==> src/rtl/bat_xlate_pkg.sv <==
// Package: shared entry type and protection codes for the block
// translation matcher.
// Assumes 32-bit effective and real addresses.
package bat_xlate_pkg;

    parameter int XADDR_W = 32;

    // Protection codes: 0 none, 1 read only, 2/3 read-write.
    localparam logic [1:0] PROT_NONE = 2'd0;
    localparam logic [1:0] PROT_RO   = 2'd1;

    typedef enum logic {
        SIDE_INSN = 1'b0,
        SIDE_DATA = 1'b1
    } side_e;

    typedef struct packed {
        logic [XADDR_W-1:0] epage;
        logic [XADDR_W-1:0] mask;
        logic [XADDR_W-1:0] rpage;
        logic               sv;
        logic               uv;
        logic [1:0]         prot;
    } bat_entry_t;

endpackage

==> src/rtl/bat_entry_bank.sv <==
// Module: bat_entry_bank
// Holds one side's array of translation entries and loads one entry
// per write.
// Assumes the write index is in range. Reset clears every entry, so
// both valid bits are zero.
module bat_entry_bank
    import bat_xlate_pkg::*;
#(
    parameter int NUM_ENTRIES = 8,
    localparam int IDX_W = $clog2(NUM_ENTRIES)
) (
    input  logic                         clk,
    input  logic                         rst_n,
    input  logic                         wr_en,
    input  logic [IDX_W-1:0]             wr_idx,
    input  bat_entry_t                   wr_entry,
    output bat_entry_t [NUM_ENTRIES-1:0] slots_o
);

    logic [NUM_ENTRIES-1:0] any_valid;

    // Entry storage: clear on reset, overwrite the addressed slot on a write.
    always_ff @(posedge clk) begin
        if (!rst_n) begin
            slots_o <= '0;
        end else if (wr_en) begin
            for (int i = 0; i < NUM_ENTRIES; i++) begin
                if (wr_idx == IDX_W'(i)) slots_o[i] <= wr_entry;
            end
        end
    end

    // Per-entry validity summary, used by the reset check below.
    always_comb begin
        for (int i = 0; i < NUM_ENTRIES; i++) begin
            any_valid[i] = slots_o[i].sv | slots_o[i].uv;
        end
    end

    p_reset_invalid_r1: assert property (@(posedge clk) disable iff (!rst_n)
        !$past(rst_n) |-> (any_valid == '0))
        else $error("entry valid after reset");

endmodule

==> src/rtl/bat_entry_eval.sv <==
// Module: bat_entry_eval
// Checks one entry against a lookup: privilege enable, masked address
// compare and writability. Also forms the candidate real address.
// Purely combinational.
module bat_entry_eval
    import bat_xlate_pkg::*;
(
    input  bat_entry_t         entry_i,
    input  logic [XADDR_W-1:0] ea_i,
    input  logic               user_i,
    output logic               qualify_o,
    output logic [XADDR_W-1:0] raddr_o
);

    logic lvl_ok;
    logic addr_match;
    logic readable;
    logic writable;

    // Qualification: enabled for this privilege, address in window,
    // read and write allowed.
    always_comb begin
        lvl_ok     = user_i ? entry_i.uv : entry_i.sv;
        addr_match = (ea_i & entry_i.mask) == entry_i.epage;
        readable   = entry_i.prot != PROT_NONE;
        writable   = readable && (entry_i.prot != PROT_RO);
        qualify_o  = lvl_ok && addr_match && readable && writable;
    end

    // Real address: base page plus the offset bits outside the mask.
    always_comb begin
        raddr_o = entry_i.rpage | (ea_i & ~entry_i.mask);
    end

endmodule

==> src/rtl/bat_prio_pick.sv <==
// Module: bat_prio_pick
// Fixed-priority picker: the lowest set request index wins.
// Purely combinational. The grant is one-hot or zero.
module bat_prio_pick #(
    parameter int NUM_REQ = 8,
    localparam int IDX_W = $clog2(NUM_REQ)
) (
    input  logic [NUM_REQ-1:0] req_i,
    output logic [NUM_REQ-1:0] grant_o,
    output logic               any_o,
    output logic [IDX_W-1:0]   idx_o
);

    // Scan from the top down so that the lowest index is kept last.
    always_comb begin
        idx_o = '0;
        for (int i = NUM_REQ - 1; i >= 0; i--) begin
            if (req_i[i]) idx_o = IDX_W'(i);
        end
        any_o   = |req_i;
        grant_o = any_o ? (NUM_REQ'(1) << idx_o) : '0;
    end

endmodule

==> src/rtl/bat_xlate_top.sv <==
// Module: bat_xlate_top
// Block address translation matcher. Keeps instruction-side and
// data-side entry banks and searches the selected bank in parallel.
// Returns a registered result one cycle after each request.
// Assumes synchronous active-low reset. Writes take effect from the
// cycle after they are presented.
module bat_xlate_top
    import bat_xlate_pkg::*;
#(
    parameter int          NUM_ENTRIES = 8,
    parameter int          PAGE_SHIFT  = 12,
    parameter int          TAG_W       = 4,
    parameter logic [TAG_W-1:0] TAG_VAL = 4'hF,
    localparam int IDX_W = $clog2(NUM_ENTRIES),
    localparam int VP_W  = XADDR_W - PAGE_SHIFT + TAG_W
) (
    input  logic               clk,
    input  logic               rst_n,
    input  logic               cfg_we,
    input  logic               cfg_side,
    input  logic [IDX_W-1:0]   cfg_idx,
    input  logic [XADDR_W-1:0] cfg_epage,
    input  logic [XADDR_W-1:0] cfg_mask,
    input  logic [XADDR_W-1:0] cfg_rpage,
    input  logic               cfg_sv,
    input  logic               cfg_uv,
    input  logic [1:0]         cfg_prot,
    input  logic               req_valid,
    input  logic [XADDR_W-1:0] req_ea,
    input  logic               req_data,
    input  logic               req_user,
    output logic               rsp_valid,
    output logic               rsp_hit,
    output logic [XADDR_W-1:0] rsp_raddr,
    output logic [VP_W-1:0]    rsp_vpage,
    output logic               rsp_rd,
    output logic               rsp_wr,
    output logic               rsp_ex
);

    bat_entry_t                   wr_entry;
    bat_entry_t [NUM_ENTRIES-1:0] bank_q [2];
    bat_entry_t [NUM_ENTRIES-1:0] sel_bank;
    logic [NUM_ENTRIES-1:0]       qual;
    logic [XADDR_W-1:0]           cand_raddr [NUM_ENTRIES];
    logic [NUM_ENTRIES-1:0]       grant;
    logic                         any_hit;
    logic [IDX_W-1:0]             hit_idx;

    // Pack the configuration fields into one entry word.
    always_comb begin
        wr_entry = '{epage: cfg_epage, mask: cfg_mask, rpage: cfg_rpage,
                     sv: cfg_sv, uv: cfg_uv, prot: cfg_prot};
    end

    // One bank per side; each bank takes only writes aimed at its side.
    for (genvar s = 0; s < 2; s++) begin : g_side
        bat_entry_bank #(.NUM_ENTRIES(NUM_ENTRIES)) u_bank (
            .clk      (clk),
            .rst_n    (rst_n),
            .wr_en    (cfg_we && (cfg_side == 1'(s))),
            .wr_idx   (cfg_idx),
            .wr_entry (wr_entry),
            .slots_o  (bank_q[s])
        );
    end

    // Side select: route the requested bank to the evaluators.
    always_comb begin
        sel_bank = (req_data == SIDE_DATA) ? bank_q[1] : bank_q[0];
    end

    for (genvar i = 0; i < NUM_ENTRIES; i++) begin : g_eval
        bat_entry_eval u_eval (
            .entry_i   (sel_bank[i]),
            .ea_i      (req_ea),
            .user_i    (req_user),
            .qualify_o (qual[i]),
            .raddr_o   (cand_raddr[i])
        );
    end

    bat_prio_pick #(.NUM_REQ(NUM_ENTRIES)) u_pick (
        .req_i   (qual),
        .grant_o (grant),
        .any_o   (any_hit),
        .idx_o   (hit_idx)
    );

    // Response register: strobe follows the request, fields load per request.
    always_ff @(posedge clk) begin
        if (!rst_n) begin
            rsp_valid <= 1'b0;
            rsp_hit   <= 1'b0;
            rsp_raddr <= '0;
            rsp_vpage <= '0;
            rsp_rd    <= 1'b0;
            rsp_wr    <= 1'b0;
            rsp_ex    <= 1'b0;
        end else begin
            rsp_valid <= req_valid;
            if (req_valid) begin
                rsp_hit   <= any_hit;
                rsp_raddr <= any_hit ? cand_raddr[hit_idx] : '0;
                rsp_vpage <= any_hit ? {TAG_VAL, req_ea[XADDR_W-1:PAGE_SHIFT]} : '0;
                rsp_rd    <= any_hit;
                rsp_wr    <= any_hit;
                rsp_ex    <= any_hit;
            end
        end
    end

    p_grant_onehot_r8: assert property (@(posedge clk) disable iff (!rst_n)
        $onehot0(grant) && ((grant & ~qual) == '0))
        else $error("picker grant not one-hot within requests");

    p_latency_r2: assert property (@(posedge clk) disable iff (!rst_n)
        req_valid |=> rsp_valid)
        else $error("response strobe missing");

    p_idle_r2: assert property (@(posedge clk) disable iff (!rst_n)
        !req_valid |=> !rsp_valid)
        else $error("spurious response strobe");

    p_hit_perm_r9: assert property (@(posedge clk) disable iff (!rst_n)
        (rsp_valid && rsp_hit) |-> (rsp_rd && rsp_wr && rsp_ex))
        else $error("hit without full permissions");

    p_miss_clear_r9: assert property (@(posedge clk) disable iff (!rst_n)
        (rsp_valid && !rsp_hit) |-> (rsp_raddr == '0 && rsp_vpage == '0
                                     && !rsp_rd && !rsp_wr && !rsp_ex))
        else $error("miss with non-zero result");

    p_vpage_tag_r10: assert property (@(posedge clk) disable iff (!rst_n)
        req_valid |=> (!rsp_hit ||
                       rsp_vpage == {TAG_VAL, $past(req_ea[XADDR_W-1:PAGE_SHIFT])}))
        else $error("virtual page tag mismatch");

endmodule

==> config.mk <==
export PLATFORM = sky130hd
export DESIGN_NAME = bat_xlate_top
export DESIGN_NICKNAME = d
export VERILOG_FILES = /design/src/rtl/bat_xlate_pkg.sv /design/src/rtl/bat_entry_bank.sv /design/src/rtl/bat_entry_eval.sv /design/src/rtl/bat_prio_pick.sv /design/src/rtl/bat_xlate_top.sv
export SDC_FILE = /design/constraint.sdc
export NUM_CORES = 2
export LEC_CHECK = 0
export BUFFER_PORTS_ARGS = -buffer_cell sky130_fd_sc_hd__buf_4
export CAP_MARGIN = 20
export CORE_UTILIZATION = 46
export CTS_BUF_LIST = sky130_fd_sc_hd__clkbuf_8
export CTS_CLUSTER_DIAMETER = 200
export DETAILED_ROUTE_END_ITERATION = 8
export GPL_TIMING_DRIVEN = 0
export PLACE_DENSITY_LB_ADDON = 0.12
export REMOVE_ABC_BUFFERS = 1
export SLEW_MARGIN = 20
export SYNTH_ARGS = -nofsm -noshare
export SYNTH_HDL_FRONTEND = slang
export SYNTH_SLANG_ARGS = --single-unit
==> constraint.sdc <==
create_clock -name clk -period 5.3 [get_ports clk]
set_clock_uncertainty 0.2 [all_clocks]
set_input_delay 0.53 -clock clk [delete_from_list [all_inputs] [get_ports clk]]
set_output_delay 0.53 -clock clk [all_outputs]
set_load 0.1 [all_outputs]
==> reports/metrics.yaml <==
status: "finished with violations"
failed_checks: "negative setup slack"
place_congestion: 0.922
critical_path.endpoint_type: "flip-flop"
setup_viol: 18
power_density_nw_per_um2: 293
relSlewSlack: 0.110
io_buffers: 201
cts_tree: "built"
path_max_fanout: 89
fin_nets: 10500
async_flop_share: 0
grt_use_total: 0.370
antenna_left: 0
numCtsBuffers: 304
post_drt_wl_per_cell_um: 25.8
crit_required_ns: 5.99
path_clk_slew_ns: 0.06
area_growth_pct: 15.3
antenna_found_initial: 10
cpMaxStageDelayCell: "a221oi_4"
clock.fmax_ghz: 0.185
n_fill_cell: 16100
cts_sinks: 1638
layout-drive-gt1-share: 0.0856
die_y_um: 417
syn_area_um2: 79200
rows: 151
critPathMaxStageDelay_ns: 0.63
start_util: 0.465
drt_pass1_iterations: 9
viasPerCell: 5.85
vias: 75200
fin_setup_tns_ns: -1.08
tightestPinTransition_ns: 1.33
overflow: 0
root_buffer: "clkbuf_8"
min_period_ns: 5.40
ys_ff_latch: 1638
cts_htree_levels: 5
finalHoldViolCount: 0
multi_input_area_um2: 41300
grt_max_degree: 219
start_kind: "input port"
setup_ws_ns: -0.102
syn-instance-count: 10500
p_leak_uw: 0.0307
ys_warn_count: 0
synth_edf_count: 0
chipWidth_um: 417
vdd_drop_max_v: 0.000240
avgSynthCellArea_um2: 7.55
die_area_um2: 174000
ys_seq_area_frac: 0.414
rsz0062_at_grt: "false"
hpwl_mm: 223
path_class: "input port to flip-flop"
synth_area_leaders: "dfxtp_1 (41%), nand2_1 (17%), a21boi_0 (16%), clkbuf_1 (4.3%), a211oi_1 (3.3%)"
synthFlopType: "dfxtp_1"
synth.top_cells.by_count: "nand2_1 (3585), a21boi_0 (1654), dfxtp_1 (1638)"
drtIter0Drc: 8933
period_share: 1.02
ios: 203
hp-class: "input port to flip-flop"
p_total_uw: 26700
clk_path_buf_depth: 4
crit_arrival_ns: 6.09
drc: 0
grt_pass1_vias: 69000
fp.coreArea_um2: 170000
cp_cell_sequence: "buf_8 -> buf_16 -> buf_16 -> inv_12 -> buf_16 -> a221oi_4 -> nand4_1 -> a221oi_1 -> o2111ai_1 -> and2_1 -> nor3b_4 -> buf_4 -> buf_4 -> buf_8 -> buf_6 -> o2111ai_1 -> o2111ai_1 -> o31ai_1"
final_max_slew_viol_count: 0
maxCapViolCount: 0
wl_mm: 332
synth_top_area_cell: "dfxtp_1"
yosysMostFrequentCell: "nand2_1"
synth_top_area_frac: 0.414
seqCellArea_um2: 32800
synth.distinct_cells: 67
insertion_delay_ns: 1.05
grt_pass1_wl_mm: 477
==> sequential cells by signal, indices dropped and copies added (netlist names) <==
signal / cells
rsp_valid: 1
rsp_raddr: 32
g_side.u_bank.slots_o: 1584
rsp_vpage: 21
==> worst max-delay path: cells and delay by family <==
family,cells,cell delay [ns]
AOI/OAI and AO/OA,6,2.12
buffers and inverters,9,2.09
and+or+nand+nor,3,0.95
==> cells by family (layout without fill, tap and decap cells) <==
logic type / Yosys count / after routing / synth area share
other: 0 / 7 / 0
and+or+nand+nor: 4228 / 4228 / 0.222
AOI/OAI and AO/OA: 2874 / 2874 / 0.259
muxes: 84 / 84 / 0.0108
buffers and inverters: 1451 / 1497 / 0.0706
xor gates and xnor gates: 216 / 216 / 0.0239
DFF: 1638 / 1638 / 0.414
==> layer usage <==
layer  share of wire  vias up  track usage
met3            0.10      785       0.0778
met4           0.060        4        0.206
met1            0.41    36100        0.488
met2            0.43     3740        0.563
li1                -    34500            -
met5        0.000084        -            0
==> cell type report <==
type | instances | area share
Clock inverter | 116 | 0.00526
Tap cell | 2295 | 0.0315
Timing Repair Buffer | 548 | 0.0752
Antenna cell | 7 | 0.000192
Clock buffer | 380 | 0.0573
Sequential cell | 1638 | 0.359
Inverter | 453 | 0.0188
Multi-Input combinational cell | 7402 | 0.453
==> timing repair <==
| action | CTS | global route |
|---|---|---|
| endpoints found under the setup margin | 51 | 42 |
| gates cloned | 0 | 1 |
| buffers inserted | 4 | 6 |
| gates resized for setup | 15 | 7 |
| hold endpoints to repair | 1638 | 0 |
| hold buffers | 128 | 0 |
| pin swaps | 3 | 5 |
==> cells in the final DEF, fill, tap and decap left out, drive strengths merged, types with 35 or more instances in the layout <==
cell and instances:
a21boi 1656, and3b 98, a31oi 35, xor2 186
a211oi 349, dfxtp 1638, o31ai 68, a22oi 41
o21ai 209, nor2b 88, dlygate4sd3 128, o2111ai 80
nor3b 48, inv 555, nand3 68, and3 92
nand4 70, a21oi 302, mux2i 75, nand2 3585
buf 418, clkbuf 381, nor3 105
==> per-stage QoR <==
stage	cells	cell area, um2	utilization	hold WS (ns)	setup slack [ns]
finish	12800	91300	0.536	0.102	-0.102
global route	12800	91300	0.536	0.0874	0.0143
CTS	12800	91200	0.535	0.0192	0.0104
detailed placement	12200	84000	0.494	0.245	-1.61
global placement	12000	79700	0.468	0.238	-30.58
floorplan	9493	75300	-	0.239	-3.41
==> report_power, final <==
part	leakage, uW	internal, uW	switching [uW]
sequential	0.0132	12500	113
combinational	0.0141	720	1500
clock	0.00334	6420	5490
total	0.0307	19600	7100
==> worst paths after layout <==
check | startpoint | to | slack (ns) | cells past startpoint
setup reg to reg | g_side[1].u_bank.slots_o[151] | rsp_raddr[12] | -0.05 | 11
hold / removal | cfg_we | g_side[1].u_bank.slots_o[413] | 0.10 | 5
hold reg to reg | rsp_raddr[10] | rsp_raddr[10] | 0.25 | 2
setup / recovery | req_data | rsp_raddr[11] | -0.10 | 18
(Power assumes the default switching activity.)
